$ cat src/rtl/gpio_ovr_pkg.sv
package gpio_ovr_pkg;

  typedef enum logic [1:0] {
    MODE_SINGLE = 2'b00,
    MODE_EXPAND = 2'b01,
    MODE_BOOT   = 2'b10,
    MODE_TEST   = 2'b11
  } op_mode_e;

  // Memory-ready takeover is honoured only in expanded and test modes.
  function automatic logic mrdy_mode_ok(input logic [1:0] mode);
    return (mode == MODE_EXPAND) || (mode == MODE_TEST);
  endfunction

  // Resolve one pin: a takeover supplies both enable and value.
  function automatic logic [1:0] resolve_pin(input logic take, input logic alt_oe,
                                             input logic alt_val, input logic dir,
                                             input logic latch);
    return take ? {alt_oe, alt_val} : {dir, latch};
  endfunction

endpackage

$ cat src/rtl/gpio_ovr_regs.sv
module gpio_ovr_regs #(
  parameter int ADDR_W   = 8,
  parameter int W        = 8,
  parameter int DATA_OFS = 'h33,
  parameter int DIR_OFS  = 'h34
) (
  input  logic              clk,
  input  logic              rst,
  input  logic [ADDR_W-1:0] addr,
  input  logic              wr,
  input  logic [W-1:0]      wdata,
  output logic [W-1:0]      latch_q,
  output logic [W-1:0]      dir_q
);
  localparam logic [ADDR_W-1:0] DATA_A = ADDR_W'(DATA_OFS);
  localparam logic [ADDR_W-1:0] DIR_A  = ADDR_W'(DIR_OFS);

  logic hit_data, hit_dir;
  assign hit_data = wr && (addr == DATA_A);
  assign hit_dir  = wr && (addr == DIR_A);

  always_ff @(posedge clk) begin
    if (rst) begin
      latch_q <= '0;
      dir_q   <= '0;
    end else begin
      if (hit_data) latch_q <= wdata;
      if (hit_dir)  dir_q   <= wdata;
    end
  end
endmodule

$ cat src/rtl/gpio_ovr_pinmux.sv
module gpio_ovr_pinmux
  import gpio_ovr_pkg::*;
#(
  parameter int W        = 8,
  parameter int PWM_N    = 4,
  parameter int EVO_PIN  = 6,
  parameter int MRDY_PIN = 7
) (
  input  logic [W-1:0]     latch_q,
  input  logic [W-1:0]     dir_q,
  input  logic [PWM_N-1:0] pwm_en,
  input  logic [PWM_N-1:0] pwm_val,
  input  logic             evo_en,
  input  logic             evo_val,
  input  logic             mrdy_act,
  output logic [W-1:0]     pad_oe,
  output logic [W-1:0]     pad_out
);
  for (genvar i = 0; i < W; i++) begin : g_pin
    logic [1:0] res;
    if (i < PWM_N) begin : g_pwm
      assign res = resolve_pin(pwm_en[i], 1'b1, pwm_val[i], dir_q[i], latch_q[i]);
    end else if (i == EVO_PIN) begin : g_evo
      assign res = resolve_pin(evo_en, 1'b1, evo_val, dir_q[i], latch_q[i]);
    end else if (i == MRDY_PIN) begin : g_mrdy
      assign res = resolve_pin(mrdy_act, 1'b0, latch_q[i], dir_q[i], latch_q[i]);
    end else begin : g_plain
      assign res = {dir_q[i], latch_q[i]};
    end
    assign pad_oe[i]  = res[1];
    assign pad_out[i] = res[0];
  end
endmodule

$ cat src/rtl/gpio_ovr_rdmux.sv
module gpio_ovr_rdmux #(
  parameter int ADDR_W   = 8,
  parameter int W        = 8,
  parameter int DATA_OFS = 'h33,
  parameter int DIR_OFS  = 'h34
) (
  input  logic [ADDR_W-1:0] addr,
  input  logic [W-1:0]      pad_in,
  input  logic [W-1:0]      dir_q,
  output logic [W-1:0]      rdata
);
  localparam logic [ADDR_W-1:0] DATA_A = ADDR_W'(DATA_OFS);
  localparam logic [ADDR_W-1:0] DIR_A  = ADDR_W'(DIR_OFS);

  always_comb begin
    if (addr == DATA_A)      rdata = pad_in;
    else if (addr == DIR_A)  rdata = dir_q;
    else                     rdata = '0;
  end
endmodule

$ cat src/rtl/gpio_ovr_port.sv
module gpio_ovr_port
  import gpio_ovr_pkg::*;
#(
  parameter int ADDR_W   = 8,
  parameter int W        = 8,
  parameter int PWM_N    = 4,
  parameter int EVO_PIN  = 6,
  parameter int MRDY_PIN = 7,
  parameter int DATA_OFS = 'h33,
  parameter int DIR_OFS  = 'h34
) (
  input  logic              clk,
  input  logic              rst,
  input  logic [ADDR_W-1:0] reg_addr,
  input  logic              reg_wr,
  input  logic [W-1:0]      reg_wdata,
  output logic [W-1:0]      reg_rdata,
  input  logic [PWM_N-1:0]  pwm_en,
  input  logic [PWM_N-1:0]  pwm_val,
  input  logic              evo_en,
  input  logic              evo_val,
  input  logic              mrdy_en,
  input  logic [1:0]        op_mode,
  input  logic [W-1:0]      pad_in,
  output logic [W-1:0]      pad_oe,
  output logic [W-1:0]      pad_out,
  output logic              mrdy_out
);
  logic [W-1:0] latch_q, dir_q;
  logic         mrdy_act;

  assign mrdy_act = mrdy_en && mrdy_mode_ok(op_mode);
  assign mrdy_out = mrdy_act && pad_in[MRDY_PIN];

  gpio_ovr_regs #(.ADDR_W(ADDR_W), .W(W), .DATA_OFS(DATA_OFS), .DIR_OFS(DIR_OFS)) u_regs (
    .clk(clk), .rst(rst), .addr(reg_addr), .wr(reg_wr), .wdata(reg_wdata),
    .latch_q(latch_q), .dir_q(dir_q)
  );

  gpio_ovr_pinmux #(.W(W), .PWM_N(PWM_N), .EVO_PIN(EVO_PIN), .MRDY_PIN(MRDY_PIN)) u_mux (
    .latch_q(latch_q), .dir_q(dir_q), .pwm_en(pwm_en), .pwm_val(pwm_val),
    .evo_en(evo_en), .evo_val(evo_val), .mrdy_act(mrdy_act),
    .pad_oe(pad_oe), .pad_out(pad_out)
  );

  gpio_ovr_rdmux #(.ADDR_W(ADDR_W), .W(W), .DATA_OFS(DATA_OFS), .DIR_OFS(DIR_OFS)) u_rd (
    .addr(reg_addr), .pad_in(pad_in), .dir_q(dir_q), .rdata(reg_rdata)
  );
endmodule

$ cat config.mk
export PLATFORM = sky130hd
export DESIGN_NAME = gpio_ovr_port
export DESIGN_NICKNAME = d
export VERILOG_FILES = /design/src/rtl/gpio_ovr_pkg.sv /design/src/rtl/gpio_ovr_regs.sv /design/src/rtl/gpio_ovr_pinmux.sv /design/src/rtl/gpio_ovr_rdmux.sv /design/src/rtl/gpio_ovr_port.sv
export SDC_FILE = /design/constraint.sdc
export NUM_CORES = 1
export LEC_CHECK = 0
export CELL_PAD_IN_SITES_DETAIL_PLACEMENT = 1
export CELL_PAD_IN_SITES_GLOBAL_PLACEMENT = 1
export CORE_ASPECT_RATIO = 1.5
export CORE_MARGIN = 2
export CORE_UTILIZATION = 27
export CTS_BUF_LIST = sky130_fd_sc_hd__clkbuf_4 sky130_fd_sc_hd__clkbuf_8
export CTS_CLUSTER_DIAMETER = 30
export DETAILED_ROUTE_END_ITERATION = 8
export GPL_ROUTABILITY_DRIVEN = 1
export HOLD_SLACK_MARGIN = 0.08
export PLACE_DENSITY_LB_ADDON = 0.1
export SKIP_CTS_REPAIR_TIMING = 1
export SYNTH_ARGS = -nofsm -noshare
export SYNTH_HDL_FRONTEND = slang
export SYNTH_SLANG_ARGS = --single-unit
$ cat constraint.sdc
create_clock -name clk -period 4 [get_ports clk]
set_input_delay 0.8 -clock clk [delete_from_list [all_inputs] [get_ports clk]]
set_output_delay 0.8 -clock clk [all_outputs]
set_load 0.03 [all_outputs]
==> results of run 1 <==
critical path: stages:
cell,delay (ns)
clkdlybuf4s50_1,0.45
nor4b_4,0.57
a22oi_1,0.14
nor2_1,0.15
clkdlybuf4s50_1,0.69
per-layer routing:
layer	global-route usage (%)	up-vias	share of wire [%]	wire, microns
met5	0	-	0	0
met4	6.15	0	1.7	47
met3	4.04	5	9.0	254
met2	25.3	45	51	1440
met1	14.4	440	38	1080
li1	-	466	-	-
path summary, 6_finish.rpt:
check / start / end / slack (ns) / cells after the start
worst max-delay path: reg_addr[3] / reg_rdata[4] / 0.40 / 5
worst min-delay path: u_regs.latch_q[4] / u_regs.latch_q[4] / 0.48 / 2
worst max register to register: u_regs.dir_q[1] / u_regs.dir_q[1] / 3.36 / 2
worst min register to register: u_regs.latch_q[4] / u_regs.latch_q[4] / 0.48 / 2
metrics by stage:
| stage | hold slack (ns) | area (sq um) | util [%] | total power [uW] |
|---|---|---|---|---|
| after detailed placement | 0.472 | 1590 | 46.1 | 249 |
| after global placement | 0.462 | 1590 | 46.1 | 248 |
| after global routing | 0.503 | 1630 | 47.3 | 381 |
| final | 0.479 | 1630 | 47.3 | 365 |
| after CTS | 0.486 | 1630 | 47.3 | 370 |
| after floorplan | 0.446 | 980 | - | 196 |
cells in the final DEF (no fill, tap or decap), drive strengths merged:
master         synthesis  routed
clkdlybuf4s50          0      63
nand2b                24      24
mux2i                 16      16
dfxtp                 16      16
nor2                   9       9
a22oi                  8       8
mux2                   5       5
or2                    5       5
and3                   3       3
clkbuf                 2       3
nand3                  3       3
and4bb                 2       2
nor4b                  1       1
a21boi                 1       1
sequential cells by signal, summed over array words and instances (netlist names):
register / count
u_regs.dir_q: 8
u_regs.latch_q: 8
logic make-up (layout without fill, tap and decap cells):
logic type,Yosys count,after routing
buffers and inverters,10,66
muxes,21,21
and+or+nand+nor,47,47
AOI/OAI and AO/OA,9,9
DFF,16,16
power groups by stage:
stage          combinational [uW]  sequential [uW]  clock [uW]
3_5_place_dp                 86.0              163           0
4_1_cts                      86.4              160         124
3_3_place_gp                 84.5              163           0
5_1_grt                      90.8              160         131
6_report                     85.3              160         120
2_1_floorplan                32.5              163           0
cell type report:
cell class | count | area, sq um
multi-input cells | 77 | 587
well taps | 42 | 52.6
clock buffers | 3 | 41.3
repair buffers | 63 | 631
fillers | 407 | 1820
flip-flops and latches | 16 | 320
==> impl_metrics.py, run 1 <==
metrics = {
    "run_status": {
        "status": "complete, no violations",
    },
    "clocking": {
        "cts_num_sinks": 16,
        "path_clk_slew_ns": 0.06,
        "clock_path_buffers": 2,
        "htree_levels": 1,
        "cts-buffers-inserted": 3,
        "cts_tree": "yes",
        "insertion_delay_ns": 0.24,
        "clockRootBuffer": "clkbuf_8",
    },
    "global_routing": {
        "antenna_found_initial": 0,
        "grt_overflow": 0,
        "grt_max_degree": 25,
        "grt_usage_pct": 14.1,
        "grt_pass1_wl_microns": 4350,
        "grt_pass1_vias": 984,
    },
    "synth": {
        "synth_top_area_share_pct": 32.7,
        "synth.distinct_cells": 17,
        "synth_nets": 143,
        "yosysTopAreaCell": "dfxtp_1",
        "ys_ff_latch": 16,
        "synth_top_flop_cell": "dfxtp_1",
        "synth_compound_area_share_pct": 6.90,
        "synth_top_family_by_area": "simple AND/OR/NAND/NOR gates",
        "yosys-top-cells-count": "nand2b_1, dfxtp_1, mux2i_1",
        "yosys.area_share.simple_pct": 30.9,
        "syn_area_sq_um": 980,
        "seq_area_frac_synth_pct": 32.7,
        "synthMuxAreaShare_pct": 22.1,
        "synth_edf_count": 0,
        "synth_xor_area_share_pct": 0,
        "syn_inst": 103,
        "yosysWarnings": 0,
        "postSynthAreaPerCell_sq_um": 9.51,
        "synth_adder_area_share_pct": 0,
        "synth_area_leaders": "dfxtp_1, mux2i_1, nand2b_1",
        "async_flop_share_pct": 0,
        "yosysMostFrequentCell": "nand2b_1",
    },
    "die": {
        "initial_core_util_pct": 28.4,
        "dieArea_sq_um": 4140,
        "chipWidth_microns": 53.2,
        "ios": 65,
        "die_y_microns": 77.8,
        "fp-row-count": 26,
        "core_sq_um": 3450,
    },
    "final_layout": {
        "fin_cells": 201,
        "fin_nets": 201,
        "drive_gt1_share_pct": 10.7,
        "syn2layout_area_growth_pct": 66.5,
        "diodes": 0,
    },
    "sta": {
        "maxSlewHeadroom_pct": 61.4,
        "final.min_clock_period_ns": 3.60,
        "setup_viol": 0,
        "skew_ns": 0,
        "finalHoldViolations": 0,
        "slew_violations": 0,
        "setup_tns_ns": 0,
        "timing.final.crit_share_pct": 89.9,
        "worst_pin_slew_ns": 0.577,
        "grt_setup_unrepaired": "false",
        "timing.fmax_mhz": 278,
        "layout_setup_ws_ns": 0.403,
    },
    "setup_path": {
        "cp.arrival_ns": 2.80,
        "cp_max_fo": 10,
        "path_class": "input pin to output pin",
        "crit_required_ns": 3.20,
        "end_kind": "output pin",
        "setup.worst_path.start_class": "input pin",
    },
    "power_and_ir_drop": {
        "cellLeakagePower_uw": 0.000611,
        "sequentialPowerShare_pct": 43.7,
        "netSwitchingFraction_pct": 23.2,
        "pwr-share-comb_pct": 23.4,
        "switching_power_uw": 84.8,
        "p_per_area_nw_per_um2": 224,
        "ir_drop_mv": 0.136,
        "clockPowerShare_pct": 32.9,
        "internal-power_uw": 280,
    },
    "place": {
        "gp_congestion": 0.705,
        "place_ws_ns": 0.343,
        "place_inst": 198,
        "port_buffers": 63,
        "dp_hpwl_microns": 2320,
    },
    "drt": {
        "drc": 0,
        "avgViaCountPerCell": 4.76,
        "drtPass1Iterations": 2,
        "wire_per_inst_microns": 14.0,
        "dr.first_iter.drc_count": 4,
        "ant_nets": 0,
        "routed_wl_microns": 2820,
        "vias": 956,
    },
    "hold_path": {
        "hp-class": "register to register",
    },
    "run": {
        "max-cap-violations": 0,
    },
}
Power figures use the tool's default switching activity.
==> inputs of run 2 (changes only) <==
--- a/config.mk
+++ b/config.mk
@@ -8,5 +8,5 @@
 export CELL_PAD_IN_SITES_DETAIL_PLACEMENT = 1
 export CELL_PAD_IN_SITES_GLOBAL_PLACEMENT = 1
-export CORE_ASPECT_RATIO = 1.5
+export CORE_ASPECT_RATIO = 1.1
 export CORE_MARGIN = 2
 export CORE_UTILIZATION = 27
==> constraint.sdc (replaced) <==
create_clock -name clk -period 4 [get_ports clk]
set_input_delay 0.8 -clock clk [delete_from_list [all_inputs] [get_ports clk]]
set_output_delay 0.8 -clock clk [all_outputs]
set_load 0.01 [all_outputs]
==> run 2 against run 1 <==
Compared with the run above:
- global-route usage is 0.75 points higher
- fmax is 3.3% higher
- via count is 0.63% lower
- clock skew stayed put
- setup slack better by 0.11 ns
- sequential power hardly changed
- non-clock buffer count stayed put
- clock-buffer cell count stayed put
- first-iteration DRC count grew to 4.3 times the previous value
- core utilization is 0.16 points higher
- final area is 0.69% lower
- final cell count is 3.0% higher
- critical path type unchanged
- critical endpoint is now reg_rdata[5]
==> impl_metrics.py, run 2 (synthesized netlist as in run 1, its figures left out) <==
metrics = {
    "run_status": {
        "status": "complete, no violations",
    },
    "power_and_ir_drop": {
        "clockPowerShare_pct": 25.6,
        "pwr-share-comb_pct": 24.2,
        "sequentialPowerShare_pct": 50.2,
        "power_uw": 318,
        "switching_power_uw": 69.5,
        "ir_drop_mv": 0.0870,
        "netSwitchingFraction_pct": 21.9,
        "p_per_area_nw_per_um2": 196,
        "cellLeakagePower_uw": 0.000603,
        "internal-power_uw": 248,
    },
    "clocking": {
        "cts_num_sinks": 16,
        "clockRootBuffer": "clkbuf_4",
        "clock_path_buffers": 2,
        "cts_tree": "yes",
        "path_clk_slew_ns": 0.09,
        "htree_levels": 1,
        "cts-buffers-inserted": 3,
        "insertion_delay_ns": 0.28,
    },
    "die": {
        "die_y_microns": 67.2,
        "initial_core_util_pct": 28.7,
        "chipWidth_microns": 61.4,
        "ios": 65,
        "fp-row-count": 22,
        "core_sq_um": 3410,
        "dieArea_sq_um": 4130,
    },
    "global_routing": {
        "grt_usage_pct": 14.8,
        "met1_usage_pct": 18.2,
        "grt_pass1_vias": 986,
        "grt_pass1_wl_microns": 4510,
        "grt_overflow": 0,
        "grtUsageMet2_pct": 25.0,
        "grt_use_met3_pct": 3.26,
        "grt_max_degree": 25,
        "antenna_found_initial": 0,
        "busiest_layer": "met2",
    },
    "final_layout": {
        "reg.largest.list": "u_regs.dir_q x8, u_regs.latch_q x8",
        "diodes": 0,
        "mostFrequentLayoutCells": "clkdlybuf4s50_1, nand2b_1, mux2i_1, dfxtp_1, nor2_1",
        "nFillCells": 420,
        "mostFrequentLayoutCell": "clkdlybuf4s50_1",
        "syn2layout_area_growth_pct": 65.4,
        "drive_gt1_share_pct": 10.7,
        "fin_cells": 207,
        "fin_nets": 201,
    },
    "sta": {
        "worst_pin_slew_ns": 0.615,
        "skew_ns": 0,
        "setup_tns_ns": 0,
        "finalHoldViolations": 0,
        "grt_setup_unrepaired": "false",
        "layout_setup_ws_ns": 0.517,
        "timing.final.crit_share_pct": 87.1,
        "timing.fmax_mhz": 287,
        "whs_ns": 0.481,
        "final.min_clock_period_ns": 3.48,
        "setup_viol": 0,
        "maxSlewHeadroom_pct": 58.9,
        "slew_violations": 0,
    },
    "drt": {
        "ant_nets": 0,
        "avgViaCountPerCell": 4.59,
        "vias": 950,
        "wire_per_inst_microns": 14.1,
        "routed_wl_microns": 2920,
        "drtPass1Iterations": 4,
        "drc": 0,
        "dr.first_iter.drc_count": 17,
    },
    "place": {
        "gp_congestion": 0.620,
        "dp_hpwl_microns": 2360,
        "place_inst": 204,
        "place_ws_ns": 0.466,
        "port_buffers": 63,
    },
    "setup_path": {
        "end_kind": "output pin",
        "path_class": "input pin to output pin",
        "cp_max_fo": 10,
        "rr_worst_depth": 2,
        "setup.worst_path.start_class": "input pin",
        "cp.arrival_ns": 2.68,
        "crit_required_ns": 3.20,
        "regToRegSetupSlack_ns": 3.35,
    },
    "hold_path": {
        "hp-class": "register to register",
        "hold_depth": 2,
    },
    "run": {
        "max-cap-violations": 0,
    },
}
==> run 2: changes by cell type in the layout (fill, tap and decap cells not counted) <==
cell	change
clkbuf_4	+3
clkbuf_8	-3
==> run 2: per-layer routing <==
layer | up-vias | wire length (microns)
li1 | 465 | -
met4 | 0 | 23
met2 | 42 | 1350
met1 | 441 | 1270
met3 | 2 | 273
met5 | - | 0
==> run 2: area by class of cell <==
class	count	area, sq um	area share (%)
clock buffers	3	22.5	1.39
multi-input cells	77	587	36.2
flip-flops and latches	16	320	19.8
well taps	48	60.1	3.71
repair buffers	63	631	38.9
==> run 2: final timing paths <==
check                    startpoint                 to
setup / recovery        reg_addr[3]       reg_rdata[5]
hold / removal    u_regs.latch_q[6]  u_regs.latch_q[6]
setup reg to reg    u_regs.dir_q[0]    u_regs.dir_q[0]
hold reg to reg   u_regs.latch_q[6]  u_regs.latch_q[6]
==> run 2: critical path, stage by stage <==
cell             delay (ns)
clkdlybuf4s50_1        0.46
nor4b_4                0.59
a22oi_1                0.15
nor2_1                 0.14
clkdlybuf4s50_1        0.55
==> run 2: per-stage QoR <==
stage               cell area [sq um]  utilization (%)
finish                           1620             47.5
detailed placement               1600             46.8
global placement                 1600             46.8
global route                     1620             47.5
CTS                              1620             47.5
floorplan                         980                -
==> run 2: power groups by stage <==
stage | clock network [uW] | logic, uW | registers (uW)
floorplan | 0 | 23.1 | 163
global placement | 0 | 75.6 | 163
detailed placement | 0 | 77.5 | 163
CTS | 86.7 | 78.0 | 159
global route | 92.8 | 82.6 | 160
finish | 81.4 | 76.9 | 159
==> inputs of run 3 (changes only) <==
CAP_MARGIN = 20   (was not set)
TNS_END_PERCENT = 10   (was not set)
==> results of run 3 <==
The final DEF is identical to that of run 2; final timing and power are the same.
